`src/rtl/refsw_pkg.sv`:
```
package refsw_pkg;
  typedef enum logic [1:0] {
    SW_TRACK = 2'd0,
    SW_ARMED = 2'd1,
    SW_SPENT = 2'd2
  } sw_state_e;
endpackage

```
`src/rtl/refsw_sync.sv`:
```
module refsw_sync #(
  parameter int WIDTH  = 3,
  parameter int STAGES = 2
) (
  input  logic             clk_i,
  input  logic             rst_ni,
  input  logic [WIDTH-1:0] d_i,
  output logic [WIDTH-1:0] q_o
);
  logic [WIDTH-1:0] stage_q [STAGES];

  for (genvar s = 0; s < STAGES; s++) begin : g_stage
    if (s == 0) begin : g_first
      always_ff @(posedge clk_i or negedge rst_ni)
        if (!rst_ni) stage_q[s] <= '0;
        else         stage_q[s] <= d_i;
    end else begin : g_next
      always_ff @(posedge clk_i or negedge rst_ni)
        if (!rst_ni) stage_q[s] <= '0;
        else         stage_q[s] <= stage_q[s-1];
    end
  end

  assign q_o = stage_q[STAGES-1];
endmodule

```
`src/rtl/refsw_fsm.sv`:
```
module refsw_fsm
  import refsw_pkg::*;
(
  input  logic      clk_i,
  input  logic      rst_ni,
  input  logic      man_sel_i,
  input  logic      auto_en_i,
  input  logic      lol_i,
  output sw_state_e state_o,
  output logic      sel_o
);
  sw_state_e state_q, state_d;
  logic      sel_q, sel_d;

  always_comb begin
    state_d = state_q;
    sel_d   = sel_q;
    unique case (state_q)
      SW_TRACK: begin
        sel_d = man_sel_i;
        if (auto_en_i && !lol_i) state_d = SW_ARMED;
      end
      SW_ARMED: begin
        if (!auto_en_i) begin
          state_d = SW_TRACK;
          sel_d   = man_sel_i;
        end else if (lol_i) begin
          // armed implies lock was seen, so a high flag here is a fault edge
          state_d = SW_SPENT;
          sel_d   = ~sel_q;
        end
      end
      SW_SPENT: begin
        if (!auto_en_i) begin
          state_d = SW_TRACK;
          sel_d   = man_sel_i;
        end
      end
      default: begin
        state_d = SW_TRACK;
        sel_d   = 1'b0;
      end
    endcase
  end

  always_ff @(posedge clk_i or negedge rst_ni)
    if (!rst_ni) begin
      state_q <= SW_TRACK;
      sel_q   <= 1'b0;
    end else begin
      state_q <= state_d;
      sel_q   <= sel_d;
    end

  assign state_o = state_q;
  assign sel_o   = sel_q;
endmodule

```
`src/rtl/refsw_ctrl.sv`:
```
module refsw_ctrl
  import refsw_pkg::*;
#(
  parameter int SYNC_STAGES = 2
) (
  input  logic clk_i,
  input  logic rst_ni,
  input  logic man_sel_i,
  input  logic auto_en_i,
  input  logic lol_i,
  output logic mux_sel_o,
  output logic ref_ack_o
);
  localparam int NUM_IN = 3;

  logic [NUM_IN-1:0] raw_in, sync_in;
  logic              s_sel, s_auto, s_lol;
  sw_state_e         state;
  logic              sel;

  assign raw_in = {lol_i, auto_en_i, man_sel_i};

  refsw_sync #(.WIDTH(NUM_IN), .STAGES(SYNC_STAGES)) u_sync (
    .clk_i (clk_i),
    .rst_ni(rst_ni),
    .d_i   (raw_in),
    .q_o   (sync_in)
  );

  assign {s_lol, s_auto, s_sel} = sync_in;

  refsw_fsm u_fsm (
    .clk_i    (clk_i),
    .rst_ni   (rst_ni),
    .man_sel_i(s_sel),
    .auto_en_i(s_auto),
    .lol_i    (s_lol),
    .state_o  (state),
    .sel_o    (sel)
  );

  assign mux_sel_o = sel;
  assign ref_ack_o = sel;
endmodule

```
`config.mk`:
```
export PLATFORM = sky130hd
export DESIGN_NAME = refsw_ctrl
export DESIGN_NICKNAME = d
export VERILOG_FILES = /design/src/rtl/refsw_pkg.sv /design/src/rtl/refsw_sync.sv /design/src/rtl/refsw_fsm.sv /design/src/rtl/refsw_ctrl.sv
export SDC_FILE = /design/constraint.sdc
export NUM_CORES = 1
export LEC_CHECK = 0
export ABC_AREA = 1
export BUFFER_PORTS_ARGS = -buffer_cell sky130_fd_sc_hd__buf_2
export CAP_MARGIN = 5
export CORE_AREA = 3 3 40 42
export DETAILED_ROUTE_END_ITERATION = 7
export DIE_AREA = 0 0 43 45
export GPL_ROUTABILITY_DRIVEN = 0
export PLACE_DENSITY_LB_ADDON = 0.1
export SLEW_MARGIN = 20
export SYNTH_ARGS = -nofsm -noshare
export SYNTH_HDL_FRONTEND = slang
export SYNTH_SLANG_ARGS = --single-unit
```
`constraint.sdc`:
```
create_clock -name clk_i -period 0.8 [get_ports clk_i]
set_input_delay 0.16 -clock clk_i [delete_from_list [all_inputs] [get_ports clk_i]]
set_output_delay 0.16 -clock clk_i [all_outputs]
set_load 0.1 [all_outputs]
```
==> results of run 1 <==
[sequential cells by signal (all words and copies together), names as in the netlist]
register,flops
u_fsm.sel_o,1
u_sync.stage_q,3
u_sync.q_o,3
u_fsm.state_o,2
[through the flow]
stage | setup TNS (ns) | power [mW] | setup WS (ns) | hold slack [ns] | std cells
finish | -0.772 | 1.06 | -0.294 | 0.0184 | 60
detailed placement | -0.263 | 0.727 | -0.128 | 0.0224 | 53
CTS | -0.816 | 1.07 | -0.311 | 0.00189 | 58
global route | -0.951 | 1.13 | -0.327 | 0.00371 | 60
floorplan | -0.457 | 0.656 | -0.218 | -0.136 | 32
global placement | -0.256 | 0.726 | -0.118 | 0.0197 | 53
[cells in the final DEF, fill, tap and decap left out, types with 2 or more instances in the layout]
master | netlist | layout
sky130_fd_sc_hd__inv_2 | 0 | 2
sky130_fd_sc_hd__nor2_2 | 2 | 2
sky130_fd_sc_hd__buf_2 | 0 | 4
sky130_fd_sc_hd__nor2_1 | 3 | 2
sky130_fd_sc_hd__inv_1 | 5 | 3
sky130_fd_sc_hd__clkbuf_4 | 0 | 3
sky130_fd_sc_hd__dfrtp_2 | 0 | 2
sky130_fd_sc_hd__nand2_2 | 0 | 2
sky130_fd_sc_hd__dfrtp_1 | 9 | 6
sky130_fd_sc_hd__nand2_1 | 9 | 7
sky130_fd_sc_hd__dlygate4sd3_1 | 0 | 3
sky130_fd_sc_hd__buf_12 | 0 | 2
[synth_stat cells]
master / n
sky130_fd_sc_hd__o21ai_0: 1
sky130_fd_sc_hd__nor2_1: 3
sky130_fd_sc_hd__nor2_2: 2
sky130_fd_sc_hd__a31o_2: 1
sky130_fd_sc_hd__nand2_1: 9
sky130_fd_sc_hd__nand3_1: 1
sky130_fd_sc_hd__dfrtp_1: 9
sky130_fd_sc_hd__buf_4: 1
sky130_fd_sc_hd__inv_1: 5
[cell families after synthesis]
kind of cell           count (synthesis)  synth area share, %
AOI/OAI and AO/OA                      2                 4.20
buffers and inverters                  6                 8.02
DFF                                    9                 68.7
and+or+nand+nor                       15                 19.1
[final timing paths]
kind	to	slack (ns)	depth (start not counted)
worst max-delay path	mux_sel_o	-0.29	1
worst min-delay path	u_sync.stage_q[5]$_DFF_PN0_	0.02	1
worst max register to register	u_fsm.sel_o$_DFFE_PN0P_	-0.11	4
worst min register to register	u_sync.q_o[0]$_DFF_PN0_	0.35	0
max in group asynchronous	u_fsm.sel_o$_DFFE_PN0P_	0.32	2
min in group asynchronous	u_sync.stage_q[4]$_DFF_PN0_	0.29	2
[power breakdown]
part	switching (mW)	internal, mW
clock network	0.137	0.191
logic	0.133	0.0853
registers	0.0293	0.488
total	0.300	0.764
[area by class of cell]
cell class | count | share of cell area, %
tap | 15 | 3.90
timing repair buffer | 10 | 20.3
clock buffer | 4 | 5.45
sequential | 9 | 48.1
inverter | 5 | 3.90
multi-input combinational | 17 | 18.4
[repair_timing]
action	in CTS	in global routing
setup endpoints to repair	4	5
pin swaps	2	1
hold buffers	1	2
gates resized for setup	0	8
endpoints found under the hold margin	9	2
[layer usage]
metal / vias up / track usage, % / wire (µm)
met5: - / 0 / 0
met4: 0 / 3.61 / 0
met3: 0 / 3.59 / 34
met2: 7 / 10.8 / 272
met1: 109 / 6.22 / 177
li1: 121 / - / -
==> flow_summary.html, run 1 <==
<table>
<tr><th>Metric</th><th>Value</th></tr>
<tr><th colspan="2">Placed design</th></tr>
<tr><td>Quantity of I/O buffers inserted on ports</td><td>6</td></tr>
<tr><td>Area post-placement</td><td>just over 400 µm²</td></tr>
<tr><td>Half-perimeter wire length after placement</td><td>around 400 µm</td></tr>
<tr><th colspan="2">Floorplanning</th></tr>
<tr><td>Horiz. Die Dim</td><td>between 40 and 50 µm</td></tr>
<tr><td>Floorplan die height</td><td>approximately 45 µm</td></tr>
<tr><td>Ports placed on the boundary</td><td>7</td></tr>
<tr><td>Number of placement rows</td><td>13</td></tr>
<tr><td>Core ar.</td><td>between 1000 and 1500 µm²</td></tr>
<tr><td>Area enclosed by the die boundary</td><td>1940 µm²</td></tr>
<tr><td>Starting density of the core</td><td>between 20% and 30%</td></tr>
<tr><th colspan="2">Logic synthesis</th></tr>
<tr><td>Net count after synthesis</td><td>37</td></tr>
<tr><td>Count of warnings emitted by yosys</td><td>0</td></tr>
<tr><td>Post-synthesis instance total</td><td>32</td></tr>
<tr><td>Average cell area after synthesis</td><td>a little over 10 µm²</td></tr>
<tr><td>Cell types occupying the most area after synthesis</td><td>sky130_fd_sc_hd__dfrtp_1, sky130_fd_sc_hd__nand2_1, sky130_fd_sc_hd__inv_1, sky130_fd_sc_hd__nor2_2, sky130_fd_sc_hd__nor2_1</td></tr>
<tr><td>Total standard cell area after synthesis</td><td>328 µm²</td></tr>
<tr><td>Library cell occupying the most area in the post-synthesis netlist</td><td>sky130_fd_sc_hd__dfrtp_1</td></tr>
<tr><td>Area share of the leading cell type in the synthesized netlist</td><td>68.7%</td></tr>
<tr><td>Count of state elements after synthesis</td><td>9</td></tr>
<tr><td>Count of cell types in the netlist</td><td>9</td></tr>
<tr><td>Post-synthesis sequential area ratio</td><td>between 60% and 70%</td></tr>
<tr><th colspan="2">STA</th></tr>
<tr><td>Final Worst Setup Slack</td><td>-0.294 ns</td></tr>
<tr><td>Setup violators final</td><td>4</td></tr>
<tr><td>RSZ-0062 raised after global routing</td><td>yes</td></tr>
<tr><td>Setup Skew</td><td>0.00348 ns</td></tr>
<tr><td>Max-slew headroom</td><td>86.9%</td></tr>
<tr><td>Final period util</td><td>137%</td></tr>
<tr><td>Count of pins over their slew limit</td><td>0</td></tr>
<tr><td>Max Clock Freq</td><td>between 0.9 and 1 GHz</td></tr>
<tr><td>Min Clock Period, post-route</td><td>around 1.1 ns</td></tr>
<tr><td>Final count of hold timing violations</td><td>0</td></tr>
<tr><td>Slew of the pin with the lowest slew margin</td><td>around 0.20 ns</td></tr>
<tr><th colspan="2">Global routing</th></tr>
<tr><td>First-pass GRT wire length</td><td>862 µm</td></tr>
<tr><td>Initial antenna violation count</td><td>0</td></tr>
<tr><td>Total global routing overflow</td><td>0</td></tr>
<tr><td>Vias in the first global route</td><td>roughly 230</td></tr>
<tr><td>Global-route usage over all layers</td><td>~6.4%</td></tr>
<tr><td>Pin count of the biggest net entering global routing</td><td>10</td></tr>
<tr><th colspan="2">Clock tree</th></tr>
<tr><td>CTS tree</td><td>done</td></tr>
<tr><td>Clock root buffer</td><td>sky130_fd_sc_hd__clkbuf_4</td></tr>
<tr><td>Clock sinks</td><td>9</td></tr>
<tr><td>Source-to-sink clock delay at the later pin of the worst-skew pair</td><td>~0.25 ns</td></tr>
<tr><td>Maximum number of buffers from clock root to sink</td><td>2</td></tr>
<tr><td>CTS clk-pin slew, worst paths</td><td>around 0.05 ns</td></tr>
<tr><td>Number of buffers created by CTS</td><td>3</td></tr>
<tr><td>Post-CTS Setup Inserts</td><td>0</td></tr>
<tr><td>Count of H-tree levels built during CTS</td><td>1</td></tr>
<tr><th colspan="2">Final layout</th></tr>
<tr><td>Area of all placed cells without fillers</td><td>~480 µm²</td></tr>
<tr><td>Layout net count</td><td>between 50 and 60</td></tr>
<tr><td>Synthesis-to-finish area growth</td><td>46.9%</td></tr>
<tr><td>Combined flip-flop and latch cell area</td><td>~230 µm²</td></tr>
<tr><td>Number of fill cells</td><td>around 140</td></tr>
<tr><td>Antenna diodes</td><td>0</td></tr>
<tr><td>Total area of multi-input combinational cells</td><td>88.8 µm²</td></tr>
<tr><td>Fraction of layout cells with a size suffix above 1</td><td>46.7%</td></tr>
<tr><td>Fraction of the core area covered by cells at the end of the flow</td><td>a little under two fifths</td></tr>
<tr><th colspan="2">Power</th></tr>
<tr><td>Leakage Power</td><td>0.231 nW</td></tr>
<tr><td>Worst ir drop on vdd</td><td>around 0.84 mV</td></tr>
<tr><td>Power density normalized to cell area</td><td>approximately 2200 nW/µm²</td></tr>
<tr><th colspan="2">Worst setup path</th></tr>
<tr><td>Category of the worst setup path capture point</td><td>output port</td></tr>
<tr><td>Cell breakdown of the critical path</td><td>buf_12</td></tr>
<tr><td>Data arrival time of the worst path</td><td>around 0.93 ns</td></tr>
<tr><td>Largest delay share family, worst path</td><td>flip-flops</td></tr>
<tr><td>Count of buffer and inverter cells on the critical path</td><td>1</td></tr>
<tr><td>Req. time, crit path</td><td>0.64 ns</td></tr>
<tr><td>Slowest cell delay on critical path</td><td>roughly 0.5 ns</td></tr>
<tr><td>Kind of launch point of the worst setup path</td><td>register</td></tr>
<tr><td>Critical setup path kind</td><td>reg -&gt; out</td></tr>
<tr><td>Worst reg2reg startpoint</td><td>u_fsm.state_o[1]$_DFFE_PN0P_</td></tr>
<tr><td>Max FO, Critical Path</td><td>4</td></tr>
<tr><td>CP max-delay cell</td><td>sky130_fd_sc_hd__dfrtp_4</td></tr>
<tr><td>Worst setup startpoint</td><td>u_fsm.sel_o$_DFFE_PN0P_</td></tr>
<tr><th colspan="2">Routing</th></tr>
<tr><td>DRT iter0 DRCs</td><td>0</td></tr>
<tr><td>Remaining design rule violation count</td><td>0</td></tr>
<tr><td>Wire per inst</td><td>8.07 µm</td></tr>
<tr><td>Detailed Route WL</td><td>484 µm</td></tr>
<tr><td>Antenna violation net count after detailed routing</td><td>0</td></tr>
<tr><td>Detailed Routing Iterations Pass 1</td><td>1</td></tr>
<tr><td>Number of vias after detailed routing</td><td>237</td></tr>
<tr><td>Via count normalized by instance count</td><td>3.95</td></tr>
<tr><th colspan="2">Hold path</th></tr>
<tr><td>Startpoint of the tightest hold check path</td><td>lol_i</td></tr>
<tr><td>Worst hold path type</td><td>in -&gt; reg</td></tr>
<tr><th colspan="2">Job</th></tr>
<tr><td># Max-Cap Violations</td><td>0</td></tr>
<tr><th colspan="2">Run status</th></tr>
<tr><td>Violations in the final reports</td><td>setup timing</td></tr>
<tr><td>Run status</td><td>finished with violations</td></tr>
</table>
Power figures use the tool's default switching activity.
==> run 2, diff against run 1 <==
ABC_AREA = default   (was 1)
ABC_CLOCK_PERIOD_IN_PS = 1200   (was default)
clock period = 1.2 ns   (was 0.8 ns; I/O delays follow)
==> run 2 against run 1 <==
  * The run now ends clean
  * Utilization down 4.6 points
  * Sequential share of layout area is 6.1 points higher
  * Hold slack improved by 0.072 ns
  * Non-clock buffer count fell by 2
  * Synthesized area fell by 7.3%
  * Design area decreased by 12%
  * Sequential power shrank 34%
  * First-iteration DRC count increased by 4
  * Routed wire length shrank 9.9%
  * Sequential cell count unchanged
  * Clock power down 32%
  * Worst setup slack gained 0.32 ns
  * Largest cell class unchanged
  * Largest power group unchanged
==> flow_summary.html, run 2 <==
<table>
<tr><th>Metric</th><th>Value</th></tr>
<tr><th colspan="2">Final layout</th></tr>
<tr><td>Top library cells by usage in the layout, fill and taps aside</td><td>sky130_fd_sc_hd__dfrtp_1, sky130_fd_sc_hd__buf_2, sky130_fd_sc_hd__clkbuf_4, sky130_fd_sc_hd__buf_12</td></tr>
<tr><td>Antenna diodes</td><td>0</td></tr>
<tr><td>Synthesis-to-finish area growth</td><td>39.1%</td></tr>
<tr><td>Area of all placed cells without fillers</td><td>~420 µm²</td></tr>
<tr><td>Most frequent standard cell in the layout excluding fill and tap cells</td><td>sky130_fd_sc_hd__dfrtp_1</td></tr>
<tr><td>Fraction of layout cells with a size suffix above 1</td><td>~34%</td></tr>
<tr><td>Layout net count</td><td>38</td></tr>
<tr><th colspan="2">Logic synthesis</th></tr>
<tr><td>Cell types occupying the most area after synthesis</td><td>sky130_fd_sc_hd__dfrtp_1, sky130_fd_sc_hd__xor2_1, sky130_fd_sc_hd__a21boi_0, sky130_fd_sc_hd__a21o_1, sky130_fd_sc_hd__buf_4</td></tr>
<tr><td>Average cell area after synthesis</td><td>approximately 14 µm²</td></tr>
<tr><td>Library cell occupying the most area in the post-synthesis netlist</td><td>sky130_fd_sc_hd__dfrtp_1</td></tr>
<tr><td>Count of warnings emitted by yosys</td><td>0</td></tr>
<tr><td>Number of synthesized flops with an enable pin</td><td>0</td></tr>
<tr><td>Post-synthesis sequential area ratio</td><td>between 70% and 80%</td></tr>
<tr><td>Area share of the leading cell type in the synthesized netlist</td><td>between 70% and 80%</td></tr>
<tr><td>Top-count cell post-synth</td><td>sky130_fd_sc_hd__dfrtp_1</td></tr>
<tr><td>Proportion of register bits with asynchronous set or reset after synthesis</td><td>100%</td></tr>
<tr><td>Count of cell types in the netlist</td><td>13</td></tr>
<tr><td>Net count after synthesis</td><td>26</td></tr>
<tr><td>Post-synthesis instance total</td><td>21</td></tr>
<tr><td>Most used flip-flop cell after synthesis</td><td>sky130_fd_sc_hd__dfrtp_1</td></tr>
<tr><td>Count of state elements after synthesis</td><td>9</td></tr>
<tr><td>Total standard cell area after synthesis</td><td>about 300 µm²</td></tr>
<tr><th colspan="2">Global routing</th></tr>
<tr><td>First-pass GRT wire length</td><td>roughly 800 µm</td></tr>
<tr><td>Vias in the first global route</td><td>198</td></tr>
<tr><td>Global-route usage over all layers</td><td>between 6 and 7%</td></tr>
<tr><td>Pin count of the biggest net entering global routing</td><td>10</td></tr>
<tr><td>Total global routing overflow</td><td>0</td></tr>
<tr><td>Initial antenna violation count</td><td>0</td></tr>
<tr><th colspan="2">Power</th></tr>
<tr><td>Combinational share of power</td><td>between 15 and 20%</td></tr>
<tr><td>Worst ir drop on vdd</td><td>roughly 0.50 mV</td></tr>
<tr><td>Net Switching</td><td>0.180 mW</td></tr>
<tr><td>Sw Ratio</td><td>approximately a quarter</td></tr>
<tr><td>Internal power contribution</td><td>between 0.4 and 0.5 mW</td></tr>
<tr><td>Power density normalized to cell area</td><td>around 1600 nW/µm²</td></tr>
<tr><td>Clock network power share</td><td>around 33%</td></tr>
<tr><td>Power, Total</td><td>between 0.6 and 0.7 mW</td></tr>
<tr><td>Leakage Power</td><td>~0.20 nW</td></tr>
<tr><td>Portion of total power attributed to sequential cells</td><td>between 40% and 50%</td></tr>
<tr><th colspan="2">Worst setup path</th></tr>
<tr><td>Req. time, crit path</td><td>between 0.9 and 1 ns</td></tr>
<tr><td>Internal reg-to-reg setup slack</td><td>0.12 ns</td></tr>
<tr><td>Kind of launch point of the worst setup path</td><td>register</td></tr>
<tr><td>Critical setup path kind</td><td>reg -&gt; out</td></tr>
<tr><td>Depth of the worst register-to-register path</td><td>4</td></tr>
<tr><td>Worst reg2reg startpoint</td><td>u_fsm.sel_o$_DFFE_PN0P_</td></tr>
<tr><td>CP max-delay cell</td><td>sky130_fd_sc_hd__dfrtp_4</td></tr>
<tr><td>Cell breakdown of the critical path</td><td>buf_12</td></tr>
<tr><td>Worst setup startpoint</td><td>u_fsm.sel_o$_DFFE_PN0P_</td></tr>
<tr><td>Largest delay share family, worst path</td><td>flip-flops</td></tr>
<tr><td>Slowest cell delay on critical path</td><td>about 0.50 ns</td></tr>
<tr><td>Category of the worst setup path capture point</td><td>output port</td></tr>
<tr><td>Critical Path Stages</td><td>1</td></tr>
<tr><td>Endpoint of the worst setup timing path</td><td>mux_sel_o</td></tr>
<tr><td>Max FO, Critical Path</td><td>3</td></tr>
<tr><td>Count of buffer and inverter cells on the critical path</td><td>1</td></tr>
<tr><td>Data arrival time of the worst path</td><td>0.94 ns</td></tr>
<tr><td>Capture point of the worst reg-to-reg path</td><td>u_fsm.sel_o$_DFFE_PN0P_</td></tr>
<tr><th colspan="2">Clock tree</th></tr>
<tr><td>Count of H-tree levels built during CTS</td><td>1</td></tr>
<tr><td>Number of gates resized after cts</td><td>0</td></tr>
<tr><td>CTS tree</td><td>done</td></tr>
<tr><td>Clock sinks</td><td>9</td></tr>
<tr><td>Clock root buffer</td><td>sky130_fd_sc_hd__clkbuf_4</td></tr>
<tr><td>CTS clk-pin slew, worst paths</td><td>0.06 ns</td></tr>
<tr><td>Maximum number of buffers from clock root to sink</td><td>2</td></tr>
<tr><td>Source-to-sink clock delay at the later pin of the worst-skew pair</td><td>0.25 ns</td></tr>
<tr><td>Number of buffers created by CTS</td><td>3</td></tr>
<tr><th colspan="2">Routing</th></tr>
<tr><td>Number of vias after detailed routing</td><td>189</td></tr>
<tr><td>Wire per inst</td><td>slightly above 9 µm</td></tr>
<tr><td>Remaining design rule violation count</td><td>0</td></tr>
<tr><td>Detailed Routing Iterations Pass 1</td><td>2</td></tr>
<tr><td>Antenna violation net count after detailed routing</td><td>0</td></tr>
<tr><td>Via count normalized by instance count</td><td>~4.0</td></tr>
<tr><td>DRT iter0 DRCs</td><td>4</td></tr>
<tr><td>Detailed Route WL</td><td>about 440 µm</td></tr>
<tr><th colspan="2">STA</th></tr>
<tr><td>Final count of hold timing violations</td><td>0</td></tr>
<tr><td>Min Clock Period, post-route</td><td>1.18 ns</td></tr>
<tr><td>Setup violators final</td><td>0</td></tr>
<tr><td>RSZ-0062 raised after global routing</td><td>yes</td></tr>
<tr><td>Final period util</td><td>between 90 and 100%</td></tr>
<tr><td>Max-slew headroom</td><td>86.8%</td></tr>
<tr><td>Setup Skew</td><td>0.000539 ns</td></tr>
<tr><td>Max Clock Freq</td><td>0.851 GHz</td></tr>
<tr><td>Slew of the pin with the lowest slew margin</td><td>roughly 0.2 ns</td></tr>
<tr><td>Count of pins over their slew limit</td><td>0</td></tr>
<tr><th colspan="2">Hold path</th></tr>
<tr><td>Hold Path Cell Cnt</td><td>1</td></tr>
<tr><td>Worst hold path type</td><td>in -&gt; reg</td></tr>
<tr><th colspan="2">Floorplanning</th></tr>
<tr><td>Number of placement rows</td><td>13</td></tr>
<tr><td>Area enclosed by the die boundary</td><td>1940 µm²</td></tr>
<tr><td>Floorplan die height</td><td>45 µm</td></tr>
<tr><td>Starting density of the core</td><td>between 20% and 30%</td></tr>
<tr><td>Horiz. Die Dim</td><td>43 µm</td></tr>
<tr><td>Ports placed on the boundary</td><td>7</td></tr>
<tr><td>Core ar.</td><td>approximately 1300 µm²</td></tr>
<tr><th colspan="2">Placed design</th></tr>
<tr><td>Area post-placement</td><td>around 380 µm²</td></tr>
<tr><td>Quantity of I/O buffers inserted on ports</td><td>6</td></tr>
<tr><th colspan="2">Job</th></tr>
<tr><td># Max-Cap Violations</td><td>0</td></tr>
<tr><th colspan="2">Run status</th></tr>
<tr><td>Run status</td><td>complete, no violations</td></tr>
</table>
==> run 2: worst reg2reg max path: stages (launching register included) <==
cell and delay, ns:
sky130_fd_sc_hd__dfrtp_4 0.50, sky130_fd_sc_hd__buf_4 0.15, sky130_fd_sc_hd__xor2_1 0.15, sky130_fd_sc_hd__o22ai_1 0.11
sky130_fd_sc_hd__a21oi_1 0.05
==> run 2: cell type report <==
type | instances | area, µm²
Multi-Input combinational cell | 10 | 67.6
Sequential cell | 9 | 229
Tap cell | 15 | 18.8
Clock buffer | 4 | 26.3
Timing Repair Buffer | 8 | 77.6
Inverter | 1 | 3.75
Fill cell | 133 | 862
==> run 2: layer usage <==
metal	GRT usage, %	up-vias	part of all wire [%]
li1	-	90	-
met1	5.99	92	39
met2	8.68	7	53
met3	2.39	0	7.6
met4	9.04	0	0
met5	0	-	0
==> run 2: per-stage QoR <==
stage	util, %	worst slack (ns)	hold WS [ns]	TNS, ns	instances
finish	32.9	0.0249	0.0899	0	47
global route	32.9	-0.00660	0.0701	-0.0130	47
CTS	32.9	0.00488	0.0760	0	47
detailed placement	29.5	0.248	0.0992	0	41
global placement	29.5	0.262	0.0929	0	41
floorplan	-	0.00180	-0.0556	0	21
==> run 2: how the worst min path moves through the flow <==
stage                         start                      endpoint  slack, ns
after floorplan              rst_ni  u_fsm.state_o[0]$_DFFE_PN0P_      -0.06
after global placement       rst_ni   u_sync.stage_q[4]$_DFF_PN0_       0.09
after detailed placement     rst_ni   u_sync.stage_q[4]$_DFF_PN0_        0.1
after CTS                 man_sel_i   u_sync.stage_q[3]$_DFF_PN0_       0.08
after global routing      man_sel_i   u_sync.stage_q[3]$_DFF_PN0_       0.07
final                     auto_en_i   u_sync.stage_q[4]$_DFF_PN0_       0.09
==> run 2: kinds of logic (layout without fill, tap and decap cells) <==
kind of cell              Yosys count  in the layout  synth area share (%)
xor gates and xnor gates            1              1                  2.88
buffers and inverters               2             13                  3.70
and+or+nand+nor                     4              4                  8.23
AOI/OAI and AO/OA                   5              5                  11.1
DFF                                 9              9                  74.1
==> run 2: what timing repair did <==
item                                    in CTS  in global routing
endpoints found under the setup margin       2                  2
endpoints found under the hold margin        9                  0
setup buffers                                1                  0
hold buffers                                 1                  0
==> run 2: power by group through the flow <==
| stage | combinational [mW] | clock [mW] | sequential [mW] |
|---|---|---|---|
| after global routing | 0.124 | 0.256 | 0.342 |
| after detailed placement | 0.111 | 0 | 0.347 |
| after CTS | 0.120 | 0.239 | 0.340 |
| final | 0.118 | 0.222 | 0.339 |
| after floorplan | 0.0481 | 0 | 0.365 |
| after global placement | 0.110 | 0 | 0.345 |
==> run 3, diff against run 2 <==
PLACE_DENSITY_LB_ADDON = default   (was 0.1)
==> run 3 against run 2 <==
  * Clock-buffer cell count unchanged
  * Register-to-register slack about the same
  * Hold slack better by 0.0021 ns
  * Critical path depth did not move
  * Maximum frequency about the same
  * Sequential cell count unchanged
  * Utilization unchanged
  * Critical endpoint is now ref_ack_o
  * Largest power group unchanged
==> flow_summary.html, run 3 (same netlist as run 2, synthesis figures left out) <==
<table>
<tr><th>Metric</th><th>Value</th></tr>
<tr><th colspan="2">Hold path</th></tr>
<tr><td>Hold Path Cell Cnt</td><td>1</td></tr>
<tr><td>Startpoint of the tightest hold check path</td><td>lol_i</td></tr>
<tr><td>Worst hold path type</td><td>in -&gt; reg</td></tr>
<tr><td>Terminating pin of the worst hold path</td><td>u_sync.stage_q[5]$_DFF_PN0_</td></tr>
<tr><th colspan="2">Job</th></tr>
<tr><td># Max-Cap Violations</td><td>0</td></tr>
<tr><th colspan="2">Floorplanning</th></tr>
<tr><td>Horiz. Die Dim</td><td>approximately 43 µm</td></tr>
<tr><td>Ports placed on the boundary</td><td>7</td></tr>
<tr><td>Floorplan die height</td><td>45 µm</td></tr>
<tr><td>Number of placement rows</td><td>13</td></tr>
<tr><td>Core ar.</td><td>1280 µm²</td></tr>
<tr><td>Area enclosed by the die boundary</td><td>between 1500 and 2000 µm²</td></tr>
<tr><td>Starting density of the core</td><td>roughly a quarter</td></tr>
<tr><th colspan="2">Global routing</th></tr>
<tr><td>Pin count of the biggest net entering global routing</td><td>10</td></tr>
<tr><td>First-pass GRT wire length</td><td>between 700 and 800 µm</td></tr>
<tr><td>Global-route usage over all layers</td><td>5.48%</td></tr>
<tr><td>Vias in the first global route</td><td>190</td></tr>
<tr><td>Initial antenna violation count</td><td>0</td></tr>
<tr><td>Total global routing overflow</td><td>0</td></tr>
<tr><th colspan="2">STA</th></tr>
<tr><td>Final count of hold timing violations</td><td>0</td></tr>
<tr><td>Setup Skew</td><td>about 0.0028 ns</td></tr>
<tr><td>Max Clock Freq</td><td>0.852 GHz</td></tr>
<tr><td>Worst hold slack</td><td>just over 0.09 ns</td></tr>
<tr><td>Final period util</td><td>~98%</td></tr>
<tr><td>Min Clock Period, post-route</td><td>approximately 1.2 ns</td></tr>
<tr><td>Count of pins over their slew limit</td><td>0</td></tr>
<tr><td>Setup violators final</td><td>0</td></tr>
<tr><td>Max-slew headroom</td><td>86.6%</td></tr>
<tr><td>RSZ-0062 raised after global routing</td><td>yes</td></tr>
<tr><td>Slew of the pin with the lowest slew margin</td><td>0.202 ns</td></tr>
<tr><td>Total Negative Setup Slacks</td><td>0 ns</td></tr>
<tr><th colspan="2">Final layout</th></tr>
<tr><td>Antenna diodes</td><td>0</td></tr>
<tr><td>Fraction of the core area covered by cells at the end of the flow</td><td>about a third</td></tr>
<tr><td>Fraction of layout cells with a size suffix above 1</td><td>~34%</td></tr>
<tr><td>Synthesis-to-finish area growth</td><td>39.1%</td></tr>
<tr><td>Final cell count without fillers</td><td>between 40 and 50</td></tr>
<tr><td>Most frequent standard cell in the layout excluding fill and tap cells</td><td>sky130_fd_sc_hd__dfrtp_1</td></tr>
<tr><td>Layout net count</td><td>38</td></tr>
<tr><td>Top library cells by usage in the layout, fill and taps aside</td><td>sky130_fd_sc_hd__dfrtp_1, sky130_fd_sc_hd__buf_2, sky130_fd_sc_hd__clkbuf_4, sky130_fd_sc_hd__buf_12</td></tr>
<tr><th colspan="2">Worst setup path</th></tr>
<tr><td>CP max-delay cell</td><td>sky130_fd_sc_hd__dfrtp_4</td></tr>
<tr><td>Data arrival time of the worst path</td><td>between 0.9 and 1 ns</td></tr>
<tr><td>Slowest cell delay on critical path</td><td>around 0.5 ns</td></tr>
<tr><td>Max FO, Critical Path</td><td>3</td></tr>
<tr><td>Depth of the worst register-to-register path</td><td>4</td></tr>
<tr><td>Category of the worst setup path capture point</td><td>output port</td></tr>
<tr><td>Kind of launch point of the worst setup path</td><td>register</td></tr>
<tr><td>Req. time, crit path</td><td>0.96 ns</td></tr>
<tr><td>Count of buffer and inverter cells on the critical path</td><td>1</td></tr>
<tr><td>Critical setup path kind</td><td>reg -&gt; out</td></tr>
<tr><td>Cell breakdown of the critical path</td><td>buf_12</td></tr>
<tr><td>Worst reg2reg startpoint</td><td>u_fsm.sel_o$_DFFE_PN0P_</td></tr>
<tr><td>Internal reg-to-reg setup slack</td><td>about 0.12 ns</td></tr>
<tr><td>Largest delay share family, worst path</td><td>flip-flops</td></tr>
<tr><td>Capture point of the worst reg-to-reg path</td><td>u_fsm.sel_o$_DFFE_PN0P_</td></tr>
<tr><th colspan="2">Routing</th></tr>
<tr><td>Antenna violation net count after detailed routing</td><td>0</td></tr>
<tr><td>Wire per inst</td><td>~9 µm</td></tr>
<tr><td>DRT iter0 DRCs</td><td>0</td></tr>
<tr><td>Detailed Route WL</td><td>418 µm</td></tr>
<tr><td>Detailed Routing Iterations Pass 1</td><td>1</td></tr>
<tr><td>Number of vias after detailed routing</td><td>183</td></tr>
<tr><td>Via count normalized by instance count</td><td>around 4</td></tr>
<tr><td>Remaining design rule violation count</td><td>0</td></tr>
<tr><th colspan="2">Power</th></tr>
<tr><td>Net Switching</td><td>~0.18 mW</td></tr>
<tr><td>Sw Ratio</td><td>between 20% and 30%</td></tr>
<tr><td>Leakage Power</td><td>roughly 0.2 nW</td></tr>
<tr><td>Clock network power share</td><td>32.4%</td></tr>
<tr><td>Combinational share of power</td><td>between 15 and 20%</td></tr>
<tr><td>Internal power contribution</td><td>0.499 mW</td></tr>
<tr><td>Worst ir drop on vdd</td><td>approximately 0.51 mV</td></tr>
<tr><td>Portion of total power attributed to sequential cells</td><td>50.0%</td></tr>
<tr><td>Power density normalized to cell area</td><td>approximately 1600 nW/µm²</td></tr>
<tr><th colspan="2">Clock tree</th></tr>
<tr><td>Source-to-sink clock delay at the later pin of the worst-skew pair</td><td>approximately 0.25 ns</td></tr>
<tr><td>Clock sinks</td><td>9</td></tr>
<tr><td>CTS tree</td><td>done</td></tr>
<tr><td>Clock root buffer</td><td>sky130_fd_sc_hd__clkbuf_4</td></tr>
<tr><td>Number of buffers created by CTS</td><td>3</td></tr>
<tr><td>Count of H-tree levels built during CTS</td><td>1</td></tr>
<tr><td>Maximum number of buffers from clock root to sink</td><td>2</td></tr>
<tr><td>CTS clk-pin slew, worst paths</td><td>0.06 ns</td></tr>
<tr><th colspan="2">Run status</th></tr>
<tr><td>Run status</td><td>complete, no violations</td></tr>
<tr><th colspan="2">Placed design</th></tr>
<tr><td>Quantity of I/O buffers inserted on ports</td><td>6</td></tr>
<tr><td>DP Cell Count</td><td>41</td></tr>
</table>
## run 3: layout make-up
type                            instances  area (µm²)
Sequential cell                         9         229
Timing Repair Buffer                    8        77.6
Multi-Input combinational cell         10        67.6
Fill cell                             127         862
Inverter                                1        3.75
Clock buffer                            4        26.3
Tap cell                               15        18.8
## run 3: metrics by stage
step	power, mW	worst slack (ns)	area [µm²]
after global routing	0.715	-0.00211	423
final	0.677	0.0257	423
after CTS	0.696	0.00900	423
after global placement	0.454	0.255	379
after floorplan	0.413	0.00180	308
after detailed placement	0.457	0.239	379
## run 3: routing by layer
| layer | track usage, % | vias up | routed length (µm) |
|---|---|---|---|
| met5 | 0 | - | 0 |
| met1 | 4.75 | 86 | 163 |
| li1 | - | 90 | - |
| met3 | 2.39 | 0 | 32 |
| met2 | 9.28 | 7 | 222 |
| met4 | 5.42 | 0 | 0 |
## run 3: power groups by stage
| stage | Combinational (mW) | Clock (mW) | Sequential (mW) |
|---|---|---|---|
| 3_3_place_gp | 0.110 | 0 | 0.344 |
| 6_report | 0.119 | 0.220 | 0.339 |
| 3_5_place_dp | 0.111 | 0 | 0.346 |
| 5_1_grt | 0.123 | 0.251 | 0.341 |
| 4_1_cts | 0.120 | 0.238 | 0.339 |
| 2_1_floorplan | 0.0481 | 0 | 0.365 |
## run 3: worst max-delay path by stage
| stage | cells after the start | endpoint | from |
|---|---|---|---|
| final | 1 | ref_ack_o | u_fsm.sel_o$_DFFE_PN0P_ |
| after global routing | 1 | mux_sel_o | u_fsm.sel_o$_DFFE_PN0P_ |
| after CTS | 1 | ref_ack_o | u_fsm.sel_o$_DFFE_PN0P_ |
| after detailed placement | 3 | u_fsm.sel_o$_DFFE_PN0P_ | u_fsm.sel_o$_DFFE_PN0P_ |
| after global placement | 3 | u_fsm.sel_o$_DFFE_PN0P_ | u_fsm.sel_o$_DFFE_PN0P_ |
| after floorplan | 1 | ref_ack_o | u_fsm.sel_o$_DFFE_PN0P_ |
## run 3: repair_timing
item | 4_1_cts | 5_1_grt
hold buffers | 1 | 0
resized for setup | 0 | 0
endpoints found under the setup margin | 2 | 2
setup buffers | 1 | 0
pin swaps | 0 | 0
hold endpoints to repair | 9 | 0
